### src/rtl/pwc_pkg.sv
package pwc_pkg;
  typedef enum logic [1:0] {
    PS_FAIL = 2'd0,  // full loss seen, waiting for power
    PS_ON   = 2'd1,
    PS_DROP = 2'd2,  // core-only drop
    PS_OFF  = 2'd3   // soft-off by policy
  } pwr_st_e;
endpackage

### src/rtl/pwc_power_fsm.sv
module pwc_power_fsm
  import pwc_pkg::*;
#(
  parameter int N_PG = 2
) (
  input  logic            clk_i,
  input  logic            rst_ni,
  input  logic [N_PG-1:0] pg_src_i,
  input  logic            stby_rst_ni,
  input  logic            stay_off_i,
  input  logic            flag_clr_i,
  output logic            boot_req_o,
  output logic            core_fail_o
);
  pwr_st_e st_q, st_d;
  logic    pg, boot_d, flag_set, flag_d;

  assign pg = &pg_src_i;

  always_comb begin
    st_d   = st_q;
    boot_d = 1'b0;
    unique case (st_q)
      PS_ON:   if (!pg) st_d = stby_rst_ni ? PS_DROP : PS_FAIL;
      PS_DROP: begin
        if (!stby_rst_ni) st_d = PS_FAIL;
        else if (pg) begin
          st_d   = PS_ON;
          boot_d = 1'b1;
        end
      end
      PS_FAIL: begin
        if (pg && stby_rst_ni) begin
          st_d   = stay_off_i ? PS_OFF : PS_ON;
          boot_d = !stay_off_i;
        end
      end
      PS_OFF:  if (!pg && !stby_rst_ni) st_d = PS_FAIL;
      default: st_d = PS_FAIL;
    endcase
  end

  assign flag_set = (st_q == PS_ON) && !pg && stby_rst_ni;
  assign flag_d   = flag_set || (core_fail_o && !flag_clr_i && stby_rst_ni);

  always_ff @(posedge clk_i or negedge rst_ni) begin
    if (!rst_ni) begin
      st_q        <= PS_FAIL;
      boot_req_o  <= 1'b0;
      core_fail_o <= 1'b0;
    end else begin
      st_q        <= st_d;
      boot_req_o  <= boot_d;
      core_fail_o <= flag_d;
    end
  end

  assert_boot_pulse_R6: assert property (@(posedge clk_i) disable iff (!rst_ni)
    boot_req_o |=> !boot_req_o);
  assert_flag_set_R2: assert property (@(posedge clk_i) disable iff (!rst_ni)
    (st_q == PS_ON && !pg && stby_rst_ni) |=> core_fail_o);
  assert_flag_stby_clr_R3: assert property (@(posedge clk_i) disable iff (!rst_ni)
    !stby_rst_ni |=> !core_fail_o);
  assert_stay_off_R5: assert property (@(posedge clk_i) disable iff (!rst_ni)
    (st_q == PS_FAIL && stay_off_i) |=> !boot_req_o);
  assert_no_boot_low_pg_R1: assert property (@(posedge clk_i) disable iff (!rst_ni)
    !pg |=> !boot_req_o);
endmodule

### src/rtl/pwc_batt.sv
module pwc_batt #(
  parameter int              SLP_W     = 3,
  parameter logic [SLP_W-1:0] WORK_CODE = '0
) (
  input  logic             clk_i,
  input  logic             rst_ni,
  input  logic             batlow_i,
  input  logic [SLP_W-1:0] slp_state_i,
  input  logic             wake_req_i,
  output logic             smi_o,
  output logic             wake_ok_o
);
  logic batlow_q, working;

  assign working = (slp_state_i == WORK_CODE);

  always_ff @(posedge clk_i or negedge rst_ni) begin
    if (!rst_ni) begin
      batlow_q  <= 1'b0;
      smi_o     <= 1'b0;
      wake_ok_o <= 1'b0;
    end else begin
      batlow_q  <= batlow_i;
      smi_o     <= batlow_i && !batlow_q && working;
      wake_ok_o <= wake_req_i && !batlow_i && !working;
    end
  end

  assert_smi_pulse_R8: assert property (@(posedge clk_i) disable iff (!rst_ni)
    smi_o |=> !smi_o);
  assert_wake_batlow_R7: assert property (@(posedge clk_i) disable iff (!rst_ni)
    wake_ok_o |-> $past(!batlow_i));
endmodule

### src/rtl/pwc_pad.sv
module pwc_pad #(
  parameter int                  SLP_W    = 3,
  parameter int                  N_CODES  = 1 << SLP_W,
  parameter logic [N_CODES-1:0]  ISO_MASK = N_CODES'(8'h28)
) (
  input  logic             clk_i,
  input  logic             rst_ni,
  input  logic [SLP_W-1:0] slp_state_i,
  output logic             pad_iso_o
);
  always_ff @(posedge clk_i or negedge rst_ni) begin
    if (!rst_ni) pad_iso_o <= 1'b0;
    else         pad_iso_o <= ISO_MASK[slp_state_i];
  end
endmodule

### src/rtl/pwr_wake_ctrl.sv
module pwr_wake_ctrl #(
  parameter int               N_PG      = 2,
  parameter int               SLP_W     = 3,
  parameter logic [SLP_W-1:0] WORK_CODE = '0,
  localparam int              N_CODES   = 1 << SLP_W,
  parameter logic [N_CODES-1:0] ISO_MASK = N_CODES'(8'h28)
) (
  input  logic             clk_i,
  input  logic             rst_ni,
  input  logic [N_PG-1:0]  pg_src_i,
  input  logic             stby_rst_ni,
  input  logic             stay_off_i,
  input  logic             flag_clr_i,
  input  logic             batlow_i,
  input  logic [SLP_W-1:0] slp_state_i,
  input  logic             wake_req_i,
  output logic             boot_req_o,
  output logic             core_fail_o,
  output logic             smi_o,
  output logic             wake_ok_o,
  output logic             pad_iso_o
);
  pwc_power_fsm #(.N_PG(N_PG)) u_pwr (
    .clk_i, .rst_ni, .pg_src_i, .stby_rst_ni, .stay_off_i, .flag_clr_i,
    .boot_req_o, .core_fail_o
  );

  pwc_batt #(.SLP_W(SLP_W), .WORK_CODE(WORK_CODE)) u_batt (
    .clk_i, .rst_ni, .batlow_i, .slp_state_i, .wake_req_i, .smi_o, .wake_ok_o
  );

  pwc_pad #(.SLP_W(SLP_W), .N_CODES(N_CODES), .ISO_MASK(ISO_MASK)) u_pad (
    .clk_i, .rst_ni, .slp_state_i, .pad_iso_o
  );

  assert_reset_quiet_R10: assert property (@(posedge clk_i)
    !rst_ni |-> !(boot_req_o || core_fail_o || smi_o || wake_ok_o || pad_iso_o));
endmodule

### config.mk
export PLATFORM = sky130hd
export DESIGN_NAME = pwr_wake_ctrl
export DESIGN_NICKNAME = d
export VERILOG_FILES = /design/src/rtl/pwc_pkg.sv /design/src/rtl/pwc_power_fsm.sv /design/src/rtl/pwc_batt.sv /design/src/rtl/pwc_pad.sv /design/src/rtl/pwr_wake_ctrl.sv
export SDC_FILE = /design/constraint.sdc
export NUM_CORES = 1
export LEC_CHECK = 0
export CAP_MARGIN = 20
export CORE_AREA = 2 2 39 41
export CTS_CLUSTER_DIAMETER = 50
export DETAILED_ROUTE_END_ITERATION = 8
export DIE_AREA = 0 0 41 43
export PLACE_DENSITY = 0.58
export SETUP_SLACK_MARGIN = 0.3
export SYNTH_ARGS = -nofsm -noshare
export SYNTH_HDL_FRONTEND = slang
export SYNTH_SLANG_ARGS = --single-unit
### constraint.sdc
create_clock -name clk_i -period 1 [get_ports clk_i]
set_input_delay 0.1 -clock clk_i [delete_from_list [all_inputs] [get_ports clk_i]]
set_output_delay 0.1 -clock clk_i [all_outputs]
set_load 0.05 [all_outputs]
==> parameters.txt <==
Parameter                              Value

Outcome
  Run status    completed

Route
  Residual antenna-violating net count after detailed routing    0
  Routed length on met1    284 um
  Detail-routed net length per standard cell    11.0 um
  Uppermost routed layer    met3
  DRC errors left    0
  Routed length on met3    103 um
  Met2 layer wire length in the routed design    346 um
  Number of DRC markers in iteration 0    8
  First drt pass iteration count    3
  Number of vias in the routed layout    300
  Via count normalized by instance count    4.48
  Routed wire length    735 um

Floorplanning
  Die Span X    41 um
  Die height    43 um
  Core Area    1380 sq um
  Initial Utilization    0.238
  Top-level port count    17
  Row Count    14
  Die area    1760 sq um

Timing
  Fin Setup TNS    0 ps
  Final Max Tran Viols    0
  Min cycle time layout    997 ps
  Transition time at the pin with the least slew margin    367 ps
  RSZ-0062 raised after global routing    true
  Final-report setup violation count    0
  Hold slack    120 ps
  Final Hold Violating Endpoints    0
  Final cycle utilization of the critical path    0.997
  Top achievable clock speed    1.00 GHz
  Clock skew after layout    14.4 ps
  Tightest slew margin relative to the limit    0.755

Power and ir drop
  Maximum VDD drop    641 uV
  Leakage power    0.000298 uW
  Power density over the cells    1280 nW/um^2

Global route
  Global-route wire length before repair    1300 um
  Overall Global Routing Usage    0.115
  Maximum number of pins on one net before global-route repair    9
  Via count of the first global-routing pass    296
  Number of antenna violations at the first check in global routing    0
  Overflow after GRT    0

Critical path
  CP Max Fanout    2
  Register-to-register setup slack    3 ps
  Reg2reg end    u_pwr.st_q[1]
  Path type of the worst setup path    reg2reg
  FF-to-FF Start    u_pwr.st_q[1]
  CP Launch Type    flip-flop
  Crit path capture type    flip-flop
  Worst path required time    1170 ps
  Register-to-Register Path Depth    3
  Arrival @ worst endpoint    1160 ps

Placed design
  Count of buffers from port buffering    16
  Half-perimeter wire length of the detailed placement result    581 um
  Placer Congestion    0.586

Yosys
  Cells after Synth    27
  Main combinational cell family by area after synthesis    simple AND/OR/NAND/NOR gates
  Share of cell area taken by muxes after synthesis    0
  Sequential share of the synthesized area    0.608
  Adder-cell share of the synthesized area    0
  Synthesized area    329 sq um
  Fraction of the mapped netlist area in simple logic gates    0.224
  Synthesis-stage register bit count    8
  Net count after synthesis    39
  Fraction of synthesized cell area in xor and xnor cells    0.0266
  Number of warnings issued by yosys    0
  Average cell area after synthesis    12.2 sq um
  Compound-cell area share of the yosys netlist    0.129
  Number of library cell types mapped by synthesis    17

Clock tree
  Root buffer cell    clkbuf_4
  Cts hold-fix bufs    0
  Clock slew at the register clock pins of the worst setup and hold paths    60 ps
  Max H-tree Level    1
  CTS buffer count    3
  Number of buffers added for setup after CTS    0
  Clock latency on the worst-skew pair    260 ps
  Worst-case clock buffer depth    2
  Clock tree from TritonCTS    yes
  Total number of clock tree sinks    8

Final layout
  Area growth from synthesis to final layout    91.3%
  Ratio of cells with drive above 1 in the final layout    0.353
  Diodes inserted    0
  Top library cells by usage in the layout, fill and taps aside    7 x dfrtp_1, 6 x clkdlybuf4s50_1, 5 x buf_12
  Leading cell type in the layout, fill and taps excluded    dfrtp_1
  Number of nets at the end of the flow    64

Min path
  Hold crit path type    in2async

Job
  Max capacitance violation total    0
what timing repair did:
item / in CTS / in global routing
endpoints found under the setup margin: 12 / 9
cloned: 0 / 0
pin swaps: 4 / 0
resized for setup: 5 / 3
flip-flops by register name (all words and copies together), names as in the netlist:
| register | flops |
|---|---|
| u_pwr.core_fail_o | 1 |
| u_pwr.boot_req_o | 1 |
| u_batt.wake_ok_o | 1 |
| u_batt.batlow_q | 1 |
| u_pwr.st_q | 2 |
| u_pad.pad_iso_o | 1 |
| u_batt.smi_o | 1 |
synthesized netlist by cell type:
| master | n | area, sq um |
|---|---|---|
| nand2_2 | 1 | 6.26 |
| o211ai_1 | 1 | 7.51 |
| inv_1 | 1 | 3.75 |
| o21ai_1 | 1 | 5.00 |
| or3_1 | 1 | 6.26 |
| nor3b_1 | 1 | 7.51 |
| and3b_1 | 1 | 8.76 |
| a32o_1 | 1 | 10.0 |
| xor2_1 | 1 | 8.76 |
| o211ai_2 | 1 | 12.5 |
| and2_1 | 1 | 6.26 |
| nand2_1 | 2 | 7.51 |
| nand2b_1 | 1 | 6.26 |
| nor3_1 | 2 | 10.0 |
| nand3b_1 | 2 | 15.0 |
| dfrtp_1 | 8 | 200 |
| a21boi_1 | 1 | 7.51 |
layout make-up:
class	count	area, sq um
inverter	1	3.75
fill	131	754
clock buffer	4	26.3
multi-input combinational	18	136
timing repair buffer	20	241
tap	16	20.0
sequential	8	201
stage by stage:
step           area, sq um   util  instances  setup slack [ps]  total power (uW)
2_1_floorplan          330      -         27              13.7               425
3_3_place_gp           591  0.427         63              -166               547
3_5_place_dp           591  0.427         63              -178               548
4_1_cts                621  0.448         67             -4.91               815
5_1_grt                629  0.455         67             -48.2               865
6_report               629  0.455         67              3.26               805
worst max-delay path: stages (launching register included):
cell      delay [ps]
dfrtp_1          370
nand3b_1         150
or3_1            320
o211ai_2          80
worst max-delay path by stage:
stage	startpoint	end	slack [ps]	cells after the start
finish	u_pwr.st_q[1]	u_pwr.st_q[1]	3	3
global route	u_pwr.st_q[1]	u_pwr.st_q[1]	-50	3
global placement	pg_src_i[0]	u_pwr.st_q[1]	-170	4
floorplan	u_pwr.st_q[1]	u_pwr.st_q[1]	10	3
CTS	u_pwr.st_q[1]	u_pwr.st_q[1]	-5	3
detailed placement	pg_src_i[0]	u_pwr.st_q[1]	-180	4
cell families (layout without fill, tap and decap cells):
logic type | after synthesis | after routing
buf+inv | 1 | 25
flops | 8 | 8
simple gates | 12 | 12
xor+xnor | 1 | 1
compound gates | 5 | 5
report_power, final:
group / switching [uW] / internal (uW)
Combinational: 80.3 / 102
Clock: 112 / 153
Sequential: 15.3 / 343
Total: 208 / 597
routing by layer:
metal,global-route usage,vias to the layer above
li1,-,145
met1,0.133,138
met2,0.159,17
met3,0.0681,0
met4,0.0600,0
met5,0,-
No activity file was read; power rests on OpenSTA's default activity.
